$ cat config.mk
export PLATFORM = sky130hd
export DESIGN_NAME = alert_reg_bank
export DESIGN_NICKNAME = d
export VERILOG_FILES = /design/src/rtl/alert_reg_pkg.sv /design/src/rtl/alert_reg_ctrl.sv /design/src/rtl/alert_reg_dp.sv /design/src/rtl/alert_reg_bank.sv
export SDC_FILE = /design/constraint.sdc
export NUM_CORES = 1
export LEC_CHECK = 0
export BUFFER_PORTS_ARGS = -buffer_cell sky130_fd_sc_hd__buf_4
export CORE_MARGIN = 1
export CORE_UTILIZATION = 44
export CTS_CLUSTER_DIAMETER = 40
export DETAILED_ROUTE_END_ITERATION = 6
export GPL_TIMING_DRIVEN = 0
export PLACE_DENSITY_LB_ADDON = 0.1
export SYNTH_ARGS = -nofsm -noshare
export SYNTH_HDL_FRONTEND = slang
export SYNTH_HIERARCHICAL = 1
export SYNTH_SLANG_ARGS = --single-unit
$ cat constraint.sdc
create_clock -name clk -period 5.33 [get_ports clk]
set_input_delay 0.533 -clock clk [delete_from_list [all_inputs] [get_ports clk]]
set_output_delay 0.533 -clock clk [all_outputs]
set_load 0.02 [all_outputs]
$ cat src/rtl/alert_reg_pkg.sv
package alert_reg_pkg;
  localparam int NUM_SRC = 3;
  localparam int IDX_W   = $clog2(NUM_SRC);

  localparam logic [7:0] ADDR_SUMMARY = 8'h0B;
  localparam logic [7:0] ADDR_MASK    = 8'h0C;
  localparam logic [7:0] ADDR_DTIME   = 8'h25;
  localparam logic [7:0] ADDR_DCTRL   = 8'h26;
  localparam logic [7:0] ADDR_PATH    = 8'h27;
  localparam logic [7:0] ADDR_MCTRL   = 8'h2E;

  // source order: CC connection, VBUS monitoring, hardware faults
  localparam logic [7:0] TRANS_ADDR  [NUM_SRC] = '{8'h0D, 8'h0F, 8'h12};
  localparam logic [7:0] STATUS_ADDR [NUM_SRC] = '{8'h0E, 8'h10, 8'h13};

  typedef enum logic [3:0] {
    SEL_NONE, SEL_SUMMARY, SEL_MASK, SEL_TRANS, SEL_STATUS,
    SEL_DTIME, SEL_DCTRL, SEL_PATH, SEL_MCTRL
  } rdSel_e;

  typedef struct packed {
    logic               wrMask;
    logic               wrDtime;
    logic               wrDctrl;
    logic               wrMctrl;
    logic               clrSummary;
    logic [NUM_SRC-1:0] clrTrans;
    rdSel_e             rdSel;
    logic [IDX_W-1:0]   srcIdx;
  } strobe_t;
endpackage

$ cat src/rtl/alert_reg_ctrl.sv
module alert_reg_ctrl
  import alert_reg_pkg::*;
(
  input  logic [7:0] busAddr,
  input  logic       busRd,
  input  logic       busWr,
  output strobe_t    stb
);
  always_comb begin
    stb = '0;
    stb.rdSel = SEL_NONE;
    for (int i = 0; i < NUM_SRC; i++) begin
      if (busAddr == TRANS_ADDR[i]) begin
        stb.rdSel       = SEL_TRANS;
        stb.srcIdx      = IDX_W'(i);
        stb.clrTrans[i] = busRd;
      end
      if (busAddr == STATUS_ADDR[i]) begin
        stb.rdSel  = SEL_STATUS;
        stb.srcIdx = IDX_W'(i);
      end
    end
    case (busAddr)
      ADDR_SUMMARY: begin
        stb.rdSel      = SEL_SUMMARY;
        stb.clrSummary = busRd;
      end
      ADDR_MASK: begin
        stb.rdSel  = SEL_MASK;
        stb.wrMask = busWr;
      end
      ADDR_DTIME: begin
        stb.rdSel   = SEL_DTIME;
        stb.wrDtime = busWr;
      end
      ADDR_DCTRL: begin
        stb.rdSel   = SEL_DCTRL;
        stb.wrDctrl = busWr;
      end
      ADDR_MCTRL: begin
        stb.rdSel   = SEL_MCTRL;
        stb.wrMctrl = busWr;
      end
      ADDR_PATH: stb.rdSel = SEL_PATH;
      default: ;
    endcase
  end
endmodule

$ cat src/rtl/alert_reg_dp.sv
module alert_reg_dp
  import alert_reg_pkg::*;
#(
  parameter int DATA_W  = 8,
  parameter int STRAP_W = 3,
  parameter logic [6-STRAP_W:0] DEV_PREFIX = 4'b0101,
  parameter logic [DATA_W-1:0] MASK_RST  = '0,
  parameter logic [DATA_W-1:0] DTIME_RST = 8'h95,
  parameter logic [DATA_W-1:0] DCTRL_RST = 8'h01,
  parameter logic [DATA_W-1:0] MCTRL_RST = 8'h00
)(
  input  logic                           clk,
  input  logic                           rstN,
  input  strobe_t                        stb,
  input  logic [DATA_W-1:0]              wdata,
  input  logic [NUM_SRC-1:0][DATA_W-1:0] statusIn,
  input  logic [DATA_W-1:0]              pathEn,
  input  logic [STRAP_W-1:0]             strap,
  output logic [DATA_W-1:0]              rdata,
  output logic                           alertN,
  output logic [DATA_W-1:0]              dischTime,
  output logic [DATA_W-1:0]              dischCtrl,
  output logic [DATA_W-1:0]              monCtrl,
  output logic [6:0]                     devAddr
);
  logic [DATA_W-1:0]  transQ [NUM_SRC];
  logic [NUM_SRC-1:0] transAny;
  logic [NUM_SRC-1:0] sumQ;
  logic [DATA_W-1:0]  maskQ;
  logic [STRAP_W-1:0] strapQ;
  logic               strapDone;

  // per-source edge capture: set beats clear so no change is lost
  for (genvar g = 0; g < NUM_SRC; g++) begin : gSrc
    logic [DATA_W-1:0] prevQ;
    always_ff @(posedge clk or negedge rstN) begin
      if (!rstN) begin
        prevQ     <= '0;
        transQ[g] <= '0;
      end else begin
        prevQ     <= statusIn[g];
        transQ[g] <= (stb.clrTrans[g] ? '0 : transQ[g]) | (statusIn[g] ^ prevQ);
      end
    end
    assign transAny[g] = |transQ[g];
  end

  always_ff @(posedge clk or negedge rstN) begin
    if (!rstN) begin
      sumQ      <= '0;
      maskQ     <= MASK_RST;
      dischTime <= DTIME_RST;
      dischCtrl <= DCTRL_RST;
      monCtrl   <= MCTRL_RST;
      strapQ    <= '0;
      strapDone <= 1'b0;
    end else begin
      sumQ <= (stb.clrSummary ? '0 : sumQ) | transAny;
      if (stb.wrMask)  maskQ     <= wdata;
      if (stb.wrDtime) dischTime <= wdata;
      if (stb.wrDctrl) dischCtrl <= wdata;
      if (stb.wrMctrl) monCtrl   <= wdata;
      if (!strapDone) begin
        strapQ    <= strap;
        strapDone <= 1'b1;
      end
    end
  end

  assign alertN  = ~|(sumQ & ~maskQ[NUM_SRC-1:0]);
  assign devAddr = {DEV_PREFIX, strapQ};

  always_comb begin
    case (stb.rdSel)
      SEL_SUMMARY: rdata = {{(DATA_W-NUM_SRC){1'b0}}, sumQ};
      SEL_MASK:    rdata = maskQ;
      SEL_TRANS:   rdata = transQ[stb.srcIdx];
      SEL_STATUS:  rdata = statusIn[stb.srcIdx];
      SEL_DTIME:   rdata = dischTime;
      SEL_DCTRL:   rdata = dischCtrl;
      SEL_PATH:    rdata = pathEn;
      SEL_MCTRL:   rdata = monCtrl;
      default:     rdata = '0;
    endcase
  end
endmodule

$ cat src/rtl/alert_reg_bank.sv
module alert_reg_bank
  import alert_reg_pkg::*;
#(
  parameter int DATA_W  = 8,
  parameter int STRAP_W = 3,
  parameter logic [6-STRAP_W:0] DEV_PREFIX = 4'b0101,
  parameter logic [DATA_W-1:0] MASK_RST  = '0,
  parameter logic [DATA_W-1:0] DTIME_RST = 8'h95,
  parameter logic [DATA_W-1:0] DCTRL_RST = 8'h01,
  parameter logic [DATA_W-1:0] MCTRL_RST = 8'h00
)(
  input  logic               clk,
  input  logic               rstN,
  input  logic [STRAP_W-1:0] strapPins,
  input  logic [7:0]         busAddr,
  input  logic [DATA_W-1:0]  busWdata,
  input  logic               busRd,
  input  logic               busWr,
  output logic [DATA_W-1:0]  busRdata,
  input  logic [DATA_W-1:0]  ccStatus,
  input  logic [DATA_W-1:0]  monStatus,
  input  logic [DATA_W-1:0]  faultStatus,
  input  logic [DATA_W-1:0]  pathEnStatus,
  output logic               alertN,
  output logic [DATA_W-1:0]  dischTime,
  output logic [DATA_W-1:0]  dischCtrl,
  output logic [DATA_W-1:0]  monCtrl,
  output logic [6:0]         devAddr
);
  strobe_t stb;
  logic [NUM_SRC-1:0][DATA_W-1:0] statusVec;

  assign statusVec = {faultStatus, monStatus, ccStatus};

  alert_reg_ctrl u_ctrl (
    .busAddr (busAddr),
    .busRd   (busRd),
    .busWr   (busWr),
    .stb     (stb)
  );

  alert_reg_dp #(
    .DATA_W(DATA_W), .STRAP_W(STRAP_W), .DEV_PREFIX(DEV_PREFIX),
    .MASK_RST(MASK_RST), .DTIME_RST(DTIME_RST),
    .DCTRL_RST(DCTRL_RST), .MCTRL_RST(MCTRL_RST)
  ) u_dp (
    .clk       (clk),
    .rstN      (rstN),
    .stb       (stb),
    .wdata     (busWdata),
    .statusIn  (statusVec),
    .pathEn    (pathEnStatus),
    .strap     (strapPins),
    .rdata     (busRdata),
    .alertN    (alertN),
    .dischTime (dischTime),
    .dischCtrl (dischCtrl),
    .monCtrl   (monCtrl),
    .devAddr   (devAddr)
  );
endmodule

# Word-level counts from Yosys, hierarchy flattened
# Cells that the tools add are included.
# word_totals
reg_bits,87
# op_classes
n_lt_le_gt_ge,2
n_eq_ne,20
muxes,24
n_bitwise,10
n_reduce_logical,5
# op_table
op,n
$pmux W8 S8,1
$mux W8,6
$eq A8 B4 Y1 const B,5
$bmux W8 S2,2
$eq A8 B6 Y1 const B,4
$mux W6,5
$eq A8 B5 Y1 const B,3
$or A8 B8 Y8,3
$pmux W4 S6,1
$reduce_or A8 Y1,3
$xor A8 B8 Y8,3
$eq A4 B3 Y1 const B,4
$eq A4 B2 Y1 const B,2
$mux W1,7
$mux W7,1
$eq A4 B1 Y1 const B,1
$eq A4 B4 Y1 const B,1
$and A3 B3 Y3,1
$ge A3 B3 Y1 const B,1
$lt A2 B3 Y1 const B,1
$mux W3,1
$not A2 Y3,1
$not A3 Y3,1
$or A3 B3 Y3,1
other kinds (2),2

# Logic depth before layout (Yosys ltp)
# Gate-level depths: netlist of the first run.
# depth
word_depth,12
depth_mapped,10

# Cells and area by module
# The synthesis of the first run kept the hierarchy.
# modules_own_cells
mod,instances,cells_each,area_each_um2,seq_area_each_um2
alert_reg_dp,1,342,4018.9,2183.3
alert_reg_ctrl,1,41,262.8,0.0

# Worst setup path before layout of the first run
# Ideal clock, no wire load.
# synth_timing
path_type,input to output
startpoint,in busAddr[7]
endpoint,out busRdata[5]
arrival_time_ns,2.416
setup_slack_ns,2.381
path_stages,10
n_path_buf,2
path_cell_list,nor3_4 nand4_1 a22oi_1 a2bb2oi_1 buf_2 or4b_4 buf_6 o22a_1 o22ai_1 or3_1
# synth_lines
item,line_no,source
start: declaration,alert_reg_bank.sv:15,"input logic [7:0] busAddr,"
end: declaration,alert_reg_bank.sv:19,"output logic [DATA_W-1:0] busRdata,"

==> results of run 1 <==
==> cells in the mapped netlist (4+ instances only) <==
cell type,count
mux2i_1,18
nand3_1,5
inv_1,30
a22oi_1,25
and3_1,5
o21ai_0,27
mux2_2,37
nand2_1,6
nor4_1,6
clkbuf_1,9
or3_1,8
nor2_1,14
dfstp_2,5
xnor2_1,24
o22a_1,9
nor2b_1,5
nand4_1,4
o22ai_1,8
nand2b_1,5
buf_2,8
dfrtp_1,82
nor3_1,7
buf_4,5
==> sequential cells by signal, indices dropped and copies added, names as in the netlist <==
signal and cells:
u_dp/strapQ 3, u_dp/monCtrl 8, u_dp/transQ 24, u_dp/dischCtrl 8, u_dp/sumQ 3, u_dp/maskQ 8
u_dp/dischTime 8, u_dp/strapDone 1, u_dp/gSrc.prevQ 24
==> through the flow <==
stage	hold WS (ns)	instances	setup slack, ns
floorplan	0.237	386	2.38
global placement	0.463	604	1.82
detailed placement	0.470	604	1.77
CTS	0.286	619	1.77
global route	0.276	619	1.50
finish	0.299	619	1.74
==> cell families (layout without fill, tap and decap cells) <==
group                  after synthesis  count (layout)
XOR/XNOR                            25              25
buffers and inverters               55             159
flip-flops                          87              87
AND/OR/NAND/NOR                     81              81
other                                2               5
multiplexers                        55              55
AO/OA/AOI/OAI                       78              78
==> power breakdown <==
part / internal, mW / total (mW) / switching [mW]
clock network: 0.213 / 0.440 / 0.227
logic: 0.104 / 0.216 / 0.112
registers: 0.686 / 0.701 / 0.0154
==> cell type report <==
class | count | area, um^2
plain buffers | 25 | 138
clock buffers | 11 | 131
clock inverters | 4 | 47.5
fillers | 859 | 4030
inverters | 30 | 113
multi-input cells | 244 | 1860
flip-flops and latches | 87 | 2180
well taps | 129 | 161
repair buffers | 89 | 668
==> metal layers <==
layer	up-vias	share of wire, %	track usage, %	routed length, um
li1	1565	-	-	-
met2	107	47	36.4	5070
met1	1625	44	29.1	4810
met4	0	2.4	8.92	256
met3	17	6.2	6.24	666
met5	-	0	0	0
==> critical path, cell delays in order <==
cell,delay (ns)
buf_4,0.13
nor2_1,0.21
nand4_1,0.17
a22oi_1,0.17
a2bb2oi_1,0.17
buf_2,0.20
nor4b_2,0.67
a22oi_1,0.24
o22ai_1,0.24
or3_1,0.16
buf_4,0.14
==> path summary, 6_finish.rpt <==
path                                    endpoint                   from  slack (ns)
min in group asynchronous  u_dp/gSrc[0].prevQ[7]                   rstN        0.35
max in group asynchronous          u_dp/maskQ[5]                   rstN        4.27
max                                  busRdata[1]             busAddr[5]        1.74
min                        u_dp/gSrc[2].prevQ[2]         faultStatus[2]        0.30
max reg2reg                         u_dp/sumQ[1]        u_dp/transQ[12]        4.24
min reg2reg                      u_dp/transQ[18]  u_dp/gSrc[0].prevQ[2]        0.49
==> metrics, run 1 <==
status=finished, final reports clean; Port Buf Inserts=a little under 90; share of the synthesized area in the top cell type=47.9%; Seq/Total Area, Yosys=around half; min Tclk post-route=3.59 ns; normalized max-slew margin=28.1%; first-pass GRT wire length=16,900 um; top_reg_cell synth=dfrtp_1; DIE AREA=10,100 um^2; synthesized-area fraction occupied by adder cells=0%; crit path launch type=primary input; number of max-cap violations=0; first-iteration detailed-routing DRC count=212; layout cells sized above 1=about a third; Post-DRT Antenna Nets=0; DP HPWL=7630 um; CTS tree=done; Arr. time, crit path=~3.1 ns; synthesized area per cell=between 10 and 15 um^2; min-delay worst type=in -> reg; hold_buf cts=0; XOR/XNOR Fraction of Synth Area=5.11%; DRC=0; hold depth=1; commonest cells after routing, fill and taps aside=buf_4 (94), dfrtp_1 (82), mux2_2 (37), inv_1 (30), o21ai_0 (27); # IOs=95; GRT Total Usage=22.6%; RSZ-0062 raised after global routing=no; total iterations of the first detailed-routing run=5; antenna violations before repair=0; design area=~5300 um^2; most common cell after layout, fill and taps aside=buf_4; worst skew pair latency=0.36 ns; Netlist cell types=47; # setup viols final=0; Final Hold Vio Count=0; compound-cell area share of the yosys netlist=12.2%; Total Wirelength=10,800 um; largest family of logic cells by synthesized area=multiplexers; WL/cell=between 15 and 20 um; Resized Gates After CTS=0; CP Max Fanout=9; Synth area leader=dfrtp_1; Layout area overhead=23.8%; largest net degree at the start of global routing=just under 90; CP Class=in -> out; Setup TNS Final=0 ns; Final Net Count=541; PwrDens=256 nW/um^2; Post-CTS Setup Bufs=0; Clock Skews=0.00757 ns; final core utilization=56.8%; P_leak=2.48 nW; Placed Area=5120 um^2; Slew Viols, Final=0; Required @ worst endpoint=4.80 ns; TritonCTS Buffers=9; CP Capture Type=output pin; die height=~100 um; Initial Utilization=45.9%; # diodes=0; EDFF count, synth=0; final RePlAce weighted congestion=0.870; post-synthesis mux area share=13.9%; fmax=279 MHz; Vias/cell=5.35; #FFs+latches synth=87; Yosys warnings=6; FF-to-FF path depth=2; maximum VDD drop=0.209 mV; slew at the pin closest to its max-slew limit=1.08 ns; Overall Power=1.36 mW; Clock Path Buffers=2; core area=9330 um^2; Area contributors post-synth=dfrtp_1 (48%), mux2_2 (9.7%), xnor2_1 (4.9%), a22oi_1 (4.4%), mux2i_1 (4.2%); vias in the first global route=3,270; die span in x=101 um; Netlist Area Pre-Place=4280 um^2; H-tree depth=3; grt ovf=0; clk sinks=87; Clock transition at path regs=0.08 ns; FFs w/ async S/R, synth=100%; Row Count=35; routed vias=3,314; Post-Syn Instances=383; Final Cycle Share=between 60 and 70%; clock root buffer master=clkbuf_8; Post-Synth Simple-Gate Area=about an eighth
Power figures use the tool's default switching activity.
==> run 2: changes to the inputs <==
--- a/config.mk
+++ b/config.mk
@@ -5,6 +5,7 @@
 export SDC_FILE = /design/constraint.sdc
 export NUM_CORES = 1
 export LEC_CHECK = 0
+export ABC_AREA = 1
 export BUFFER_PORTS_ARGS = -buffer_cell sky130_fd_sc_hd__buf_4
 export CORE_MARGIN = 1
 export CORE_UTILIZATION = 44
==> constraint.sdc (replaced) <==
create_clock -name clk -period 3.7 [get_ports clk]
set_input_delay 0.37 -clock clk [delete_from_list [all_inputs] [get_ports clk]]
set_output_delay 0.37 -clock clk [all_outputs]
set_load 0.02 [all_outputs]
==> metrics, run 2 <==
final RePlAce weighted congestion=0.853; Placed Area=5370 um^2; design area=around 5600 um^2; clock root buffer master=clkbuf_8; vias in the first global route=3,766; first-pass GRT wire length=18,400 um; die height=103 um; Final Net Count=approximately 720; DRC=0; most common cell after layout, fill and taps aside=nand2_1; min-delay worst type=in -> reg; hold path start=ccStatus[3]; Layout fillers=957; layout cells sized above 1=a little over a quarter; Final Cycle Share=between 70% and 80%; #FFs+latches synth=87; largest net degree at the start of global routing=88; core area=just under 10,000 um^2; normalized max-slew margin=a little over a quarter; EDFF count, synth=0; Multi-input gate area=1960 um^2; # diodes=0; Vias/cell=4.92; # IOs=95; Clock Skews=~0.0087 ns; Required @ worst endpoint=3.33 ns; routed vias=3,963; total iterations of the first detailed-routing run=5; first-iteration detailed-routing DRC count=slightly above 200; Post-Syn Instances=between 500 and 600; Worst R2R Start=u_dp/transQ[20]; WHS Endpoint=u_dp/gSrc[0].prevQ[3]; top-count cell post-synth=nand2_1; Clock transition at path regs=0.09 ns; CP Max Fanout=8; hold depth=1; commonest cells after routing, fill and taps aside=nand2_1 (169), buf_4 (95), dfrtp_1 (82), inv_1 (72), nand3_1 (71); hold_buf cts=0; DP HPWL=between 8000 and 9000 um; RSZ-0062 raised after global routing=no; top_reg_cell synth=dfrtp_1; min Tclk post-route=about 2.8 ns; Netlist cell types=29; antenna violations before repair=0; number of max-cap violations=0; Netlist Area Pre-Place=4520 um^2; Arr. time, crit path=2.39 ns; synthesized area per cell=~8 um^2; GRT Total Usage=23.6%; worst skew pair latency=0.38 ns; Area contributors post-synth=dfrtp_1 (45%), nand2_1 (14%), nand3_1 (7.9%), mux2_2 (6.7%), inv_1 (6.0%); r2r setup slk=2.50 ns; Resized Gates After CTS=0; Total Wirelength=11,700 um; CP Class=in -> out; H-tree depth=3; Row Count=36; FF-to-FF path depth=2; Post-DRT Antenna Nets=0; status=finished, final reports clean; CTS tree=done; PwrDens=358 nW/um^2; Slew Viols, Final=0; TritonCTS Buffers=9; Final Hold Vio Count=0; maximum VDD drop=0.337 mV; WL/cell=14.5 um; DIE AREA=10,700 um^2; Yosys warnings=6; Seq/Total Area, Yosys=48.3%; fmax=363 MHz; RR Endpoint=u_dp/sumQ[0]; Clock Path Buffers=2; crit path launch type=primary input; grt ovf=0; P_leak=between 2 and 3 nW; clk sinks=87; CP Capture Type=output pin; Synth area leader=dfrtp_1; top flop regs=u_dp/gSrc.prevQ (24), u_dp/transQ (24); Initial Utilization=a little under half; # setup viols final=0; Reg area=roughly 2200 um^2; commonest cells in the netlist=nand2_1 (169), dfrtp_1 (82), inv_1 (72); slew at the pin closest to its max-slew limit=around 1.1 ns; share of the synthesized area in the top cell type=45.4%; Layout area overhead=23.9%; Port Buf Inserts=90; Post-CTS Setup Bufs=0; die span in x=103 um; FFs w/ async S/R, synth=100%; Setup TNS Final=0 ns
==> run 2: changes by cell type after synthesis, sizes merged, moves of 9 or more <==
| cell | before | now |
|---|---|---|
| xnor2 | 24 | 0 |
| mux2i | 18 | 0 |
| nand3 | 6 | 71 |
| nor2 | 14 | 41 |
| mux2 | 37 | 27 |
| inv | 30 | 79 |
| o21bai | 0 | 16 |
| nand2 | 6 | 172 |
| a22oi | 25 | 0 |
| o22a | 9 | 0 |
==> run 2: worst max-delay path: stages <==
cell     delay [ns]
buf_4          0.11
inv_1          0.06
nand2_1        0.06
nor2_2         0.20
inv_1          0.08
nor2_1         0.30
inv_2          0.07
nor2_1         0.57
nand3_1        0.16
nand3_1        0.13
nor2_1         0.05
nand2_1        0.07
buf_4          0.14
==> run 2: cell type report <==
| class | count | share of cell area (%) |
|---|---|---|
| tap | 133 | 2.97 |
| inverter | 79 | 5.30 |
| sequential | 87 | 39.0 |
| timing repair buffer | 90 | 12.1 |
| multi-input combinational | 385 | 35.0 |
| clock buffer | 9 | 2.21 |
| buffer | 16 | 1.63 |
| clock inverter | 7 | 1.81 |
==> run 2: how the worst max path moves through the flow <==
stage	from	to	slack [ns]	depth (start not counted)
after global placement	busAddr[4]	busRdata[0]	0.99	13
final	busAddr[4]	busRdata[1]	0.94	13
after global routing	busAddr[0]	busRdata[5]	0.78	15
after detailed placement	busAddr[4]	busRdata[0]	0.98	13
after floorplan	busAddr[4]	busRdata[4]	1.62	11
after CTS	busAddr[4]	busRdata[4]	0.97	13
==> run 2: through the flow <==
| step | power [mW] | utilization [%] | hold WS [ns] | setup slack [ns] | instances |
|---|---|---|---|---|---|
| 4_1_cts | 2.04 | 56.8 | 0.0742 | 0.969 | 806 |
| 5_1_grt | 2.10 | 56.8 | 0.0692 | 0.778 | 806 |
| 2_1_floorplan | 1.14 | - | 0.0744 | 1.62 | 567 |
| 6_report | 2.01 | 56.8 | 0.0982 | 0.944 | 806 |
| 3_3_place_gp | 1.26 | 54.5 | 0.422 | 0.992 | 790 |
| 3_5_place_dp | 1.27 | 54.5 | 0.433 | 0.975 | 790 |
==> run 2: kinds of logic (layout without fill, tap and decap cells) <==
logic type | Yosys count | in the layout | share of synthesized area [%]
buffers and inverters | 95 | 201 | 8.58
and+or+nand+nor | 304 | 304 | 29.8
DFF | 87 | 87 | 48.3
AOI/OAI and AO/OA | 49 | 49 | 6.48
muxes | 27 | 27 | 6.73
other | 2 | 5 | 0.166
==> run 2: report_power, final <==
group          leakage, nW  internal, mW  total (mW)  switching (mW)
logic                 1.89         0.103       0.235           0.132
registers            0.960         0.990        1.01          0.0225
clock network        0.112         0.388       0.759           0.371
==> run 2: routing by layer <==
layer | up-vias | GRT usage (%) | part of all wire [%]
li1 | 1987 | - | -
met1 | 1841 | 33.1 | 47
met2 | 125 | 36.1 | 45
met3 | 10 | 6.32 | 6.1
met4 | 0 | 6.50 | 1.1
met5 | - | 0 | 0
==> run 3: changes to the inputs <==
==> constraint.sdc (replaced) <==
create_clock -name clk -period 2.3 [get_ports clk]
set_input_delay 0.23 -clock clk [delete_from_list [all_inputs] [get_ports clk]]
set_output_delay 0.23 -clock clk [all_outputs]
set_load 0.02 [all_outputs]
==> metrics, run 3 (same netlist as run 2, synthesis figures left out) <==
top flop regs=u_dp/gSrc.prevQ (24), u_dp/transQ (24); layout cells sized above 1=27.9%; total iterations of the first detailed-routing run=4; RR Endpoint=u_dp/sumQ[0]; antenna violations before repair=0; Final WS setup=0.0961 ns; die span in x=103 um; Required @ worst endpoint=2.07 ns; first-iteration detailed-routing DRC count=219; Arr. time, crit path=1.97 ns; metal3 WL=595 um; crit-path cells=buf_4, inv_1, nand2_1, inv_1, nand2_1, nor2_1, nor2_1, nand3_2, nor2_2, nand3_1, nand3_1, nor2_1, nand2_1, buf_4; grt ovf=0; r2r setup slk=1.10 ns; Slew Viols, Final=0; CP endpoint=busRdata[1]; Post-DRT Antenna Nets=0; # IOs=95; clk sinks=87; Vias/cell=roughly 4.9; DIE AREA=between 10,000 and 15,000 um^2; routed vias=4,109; min Tclk post-route=2.20 ns; Total Wirelength=12,100 um; most common cell after layout, fill and taps aside=nand2_1; first-pass GRT wire length=18,700 um; Port Buf Inserts=90; vias in the first global route=between 3k and 4k; Metal-1 WL=around 5800 um; core area=9860 um^2; DRC=0; CP max stage delay=0.45 ns; Clock transition at path regs=0.09 ns; FF-to-FF path depth=2; Layout area overhead=32.9%; normalized max-slew margin=between 20% and 30%; DR top layer=met4; Layout fillers=~900; status=finished, final reports clean; final RePlAce weighted congestion=about 0.85; slew at the pin closest to its max-slew limit=around 1.1 ns; largest net degree at the start of global routing=88; Worst R2R Start=u_dp/transQ[20]; Row Count=36; maximum VDD drop=0.543 mV; CP Max Fanout=8; DP HPWL=8650 um; H-tree depth=3; fmax=454 MHz; Crit. path cell count=14; CTS tree=done; # diodes=0; final core utilization=60.9%; RSZ-0062 raised after global routing=yes; CP bufs+invs=4; GRT Total Usage=24.0%; min-delay worst type=in -> async; Slowest cell on crit path=nor2_2; CP Class=in -> out; Clock Path Buffers=2; Final Net Count=~760; Final Cycle Share=95.8%; Placed Area=5370 um^2; clock root buffer master=clkbuf_8; wire length on met2=5600 um; # setup viols final=0; worst skew pair latency=roughly 0.38 ns; CP Capture Type=output pin; Clock Skews=0.00794 ns; TritonCTS Buffers=9; P_leak=3.13 nW; design area=6010 um^2; Setup WS pre-CTS=-0.145 ns; PwrDens=~540 nW/um^2; Initial Utilization=45.8%; cell family with most CP delay=simple AND/OR/NAND/NOR gates; Final Hold Vio Count=0; crit path launch type=primary input; WL/cell=14.4 um; die height=103 um; commonest cells after routing, fill and taps aside=nand2_1 (166), buf_4 (103), dfrtp_1 (82), inv_1 (72), nand3_1 (70); Critical Path Start=busAddr[0]; number of max-cap violations=0
[run 3: through the flow]
stage	setup TNS, ns	cells	power (mW)	hold WS [ns]
floorplan	0	567	1.83	-0.0656
global placement	-0.725	790	2.03	0.348
detailed placement	-1.00	790	2.04	0.349
CTS	0	830	3.32	0.0532
global route	-0.0482	840	3.42	0.0482
finish	0	840	3.27	0.0371
[run 3: what timing repair did]
item / in CTS / in global routing
endpoints found under the setup margin: 8 / 8
hold buffers: 24 / 0
cloned: 0 / 1
pin swaps: 0 / 5
setup buffers: 0 / 9
resized for setup: 5 / 15
endpoints found under the hold margin: 24 / 0
[run 3: where the power goes]
part | switching [mW] | internal, mW
logic | 0.224 | 0.197
clock network | 0.596 | 0.624
registers | 0.0364 | 1.59
[run 3: metal layers]
| metal | track usage [%] | up-vias |
|---|---|---|
| met5 | 0 | - |
| met4 | 6.93 | 0 |
| met3 | 6.25 | 9 |
| met2 | 37.3 | 109 |
| met1 | 33.1 | 1942 |
| li1 | - | 2049 |
[run 3: how the worst min path moves through the flow]
stage                            start               endpoint  slack, ns  cells after the start
after floorplan                   rstN      u_dp/dischCtrl[1]      -0.07                      0
after global placement    monStatus[0]  u_dp/gSrc[1].prevQ[0]       0.35                      1
after detailed placement   ccStatus[3]  u_dp/gSrc[0].prevQ[3]       0.35                      1
after CTS                 strapPins[0]         u_dp/strapQ[0]       0.05                      2
after global routing      strapPins[2]         u_dp/strapQ[2]       0.05                      2
final                             rstN         u_dp/transQ[8]       0.04                      1
[run 3: final cells by class]
class / count / area [um^2] / area share, %
Multi-Input combinational cell: 385 / 2010 / 33.4
Inverter: 79 / 297 / 4.94
Timing Repair Buffer: 124 / 1030 / 17.1
Tap cell: 133 / 166 / 2.77
Clock buffer: 9 / 124 / 2.06
Sequential cell: 87 / 2180 / 36.3
Buffer: 16 / 98.8 / 1.65
Clock inverter: 7 / 101 / 1.69
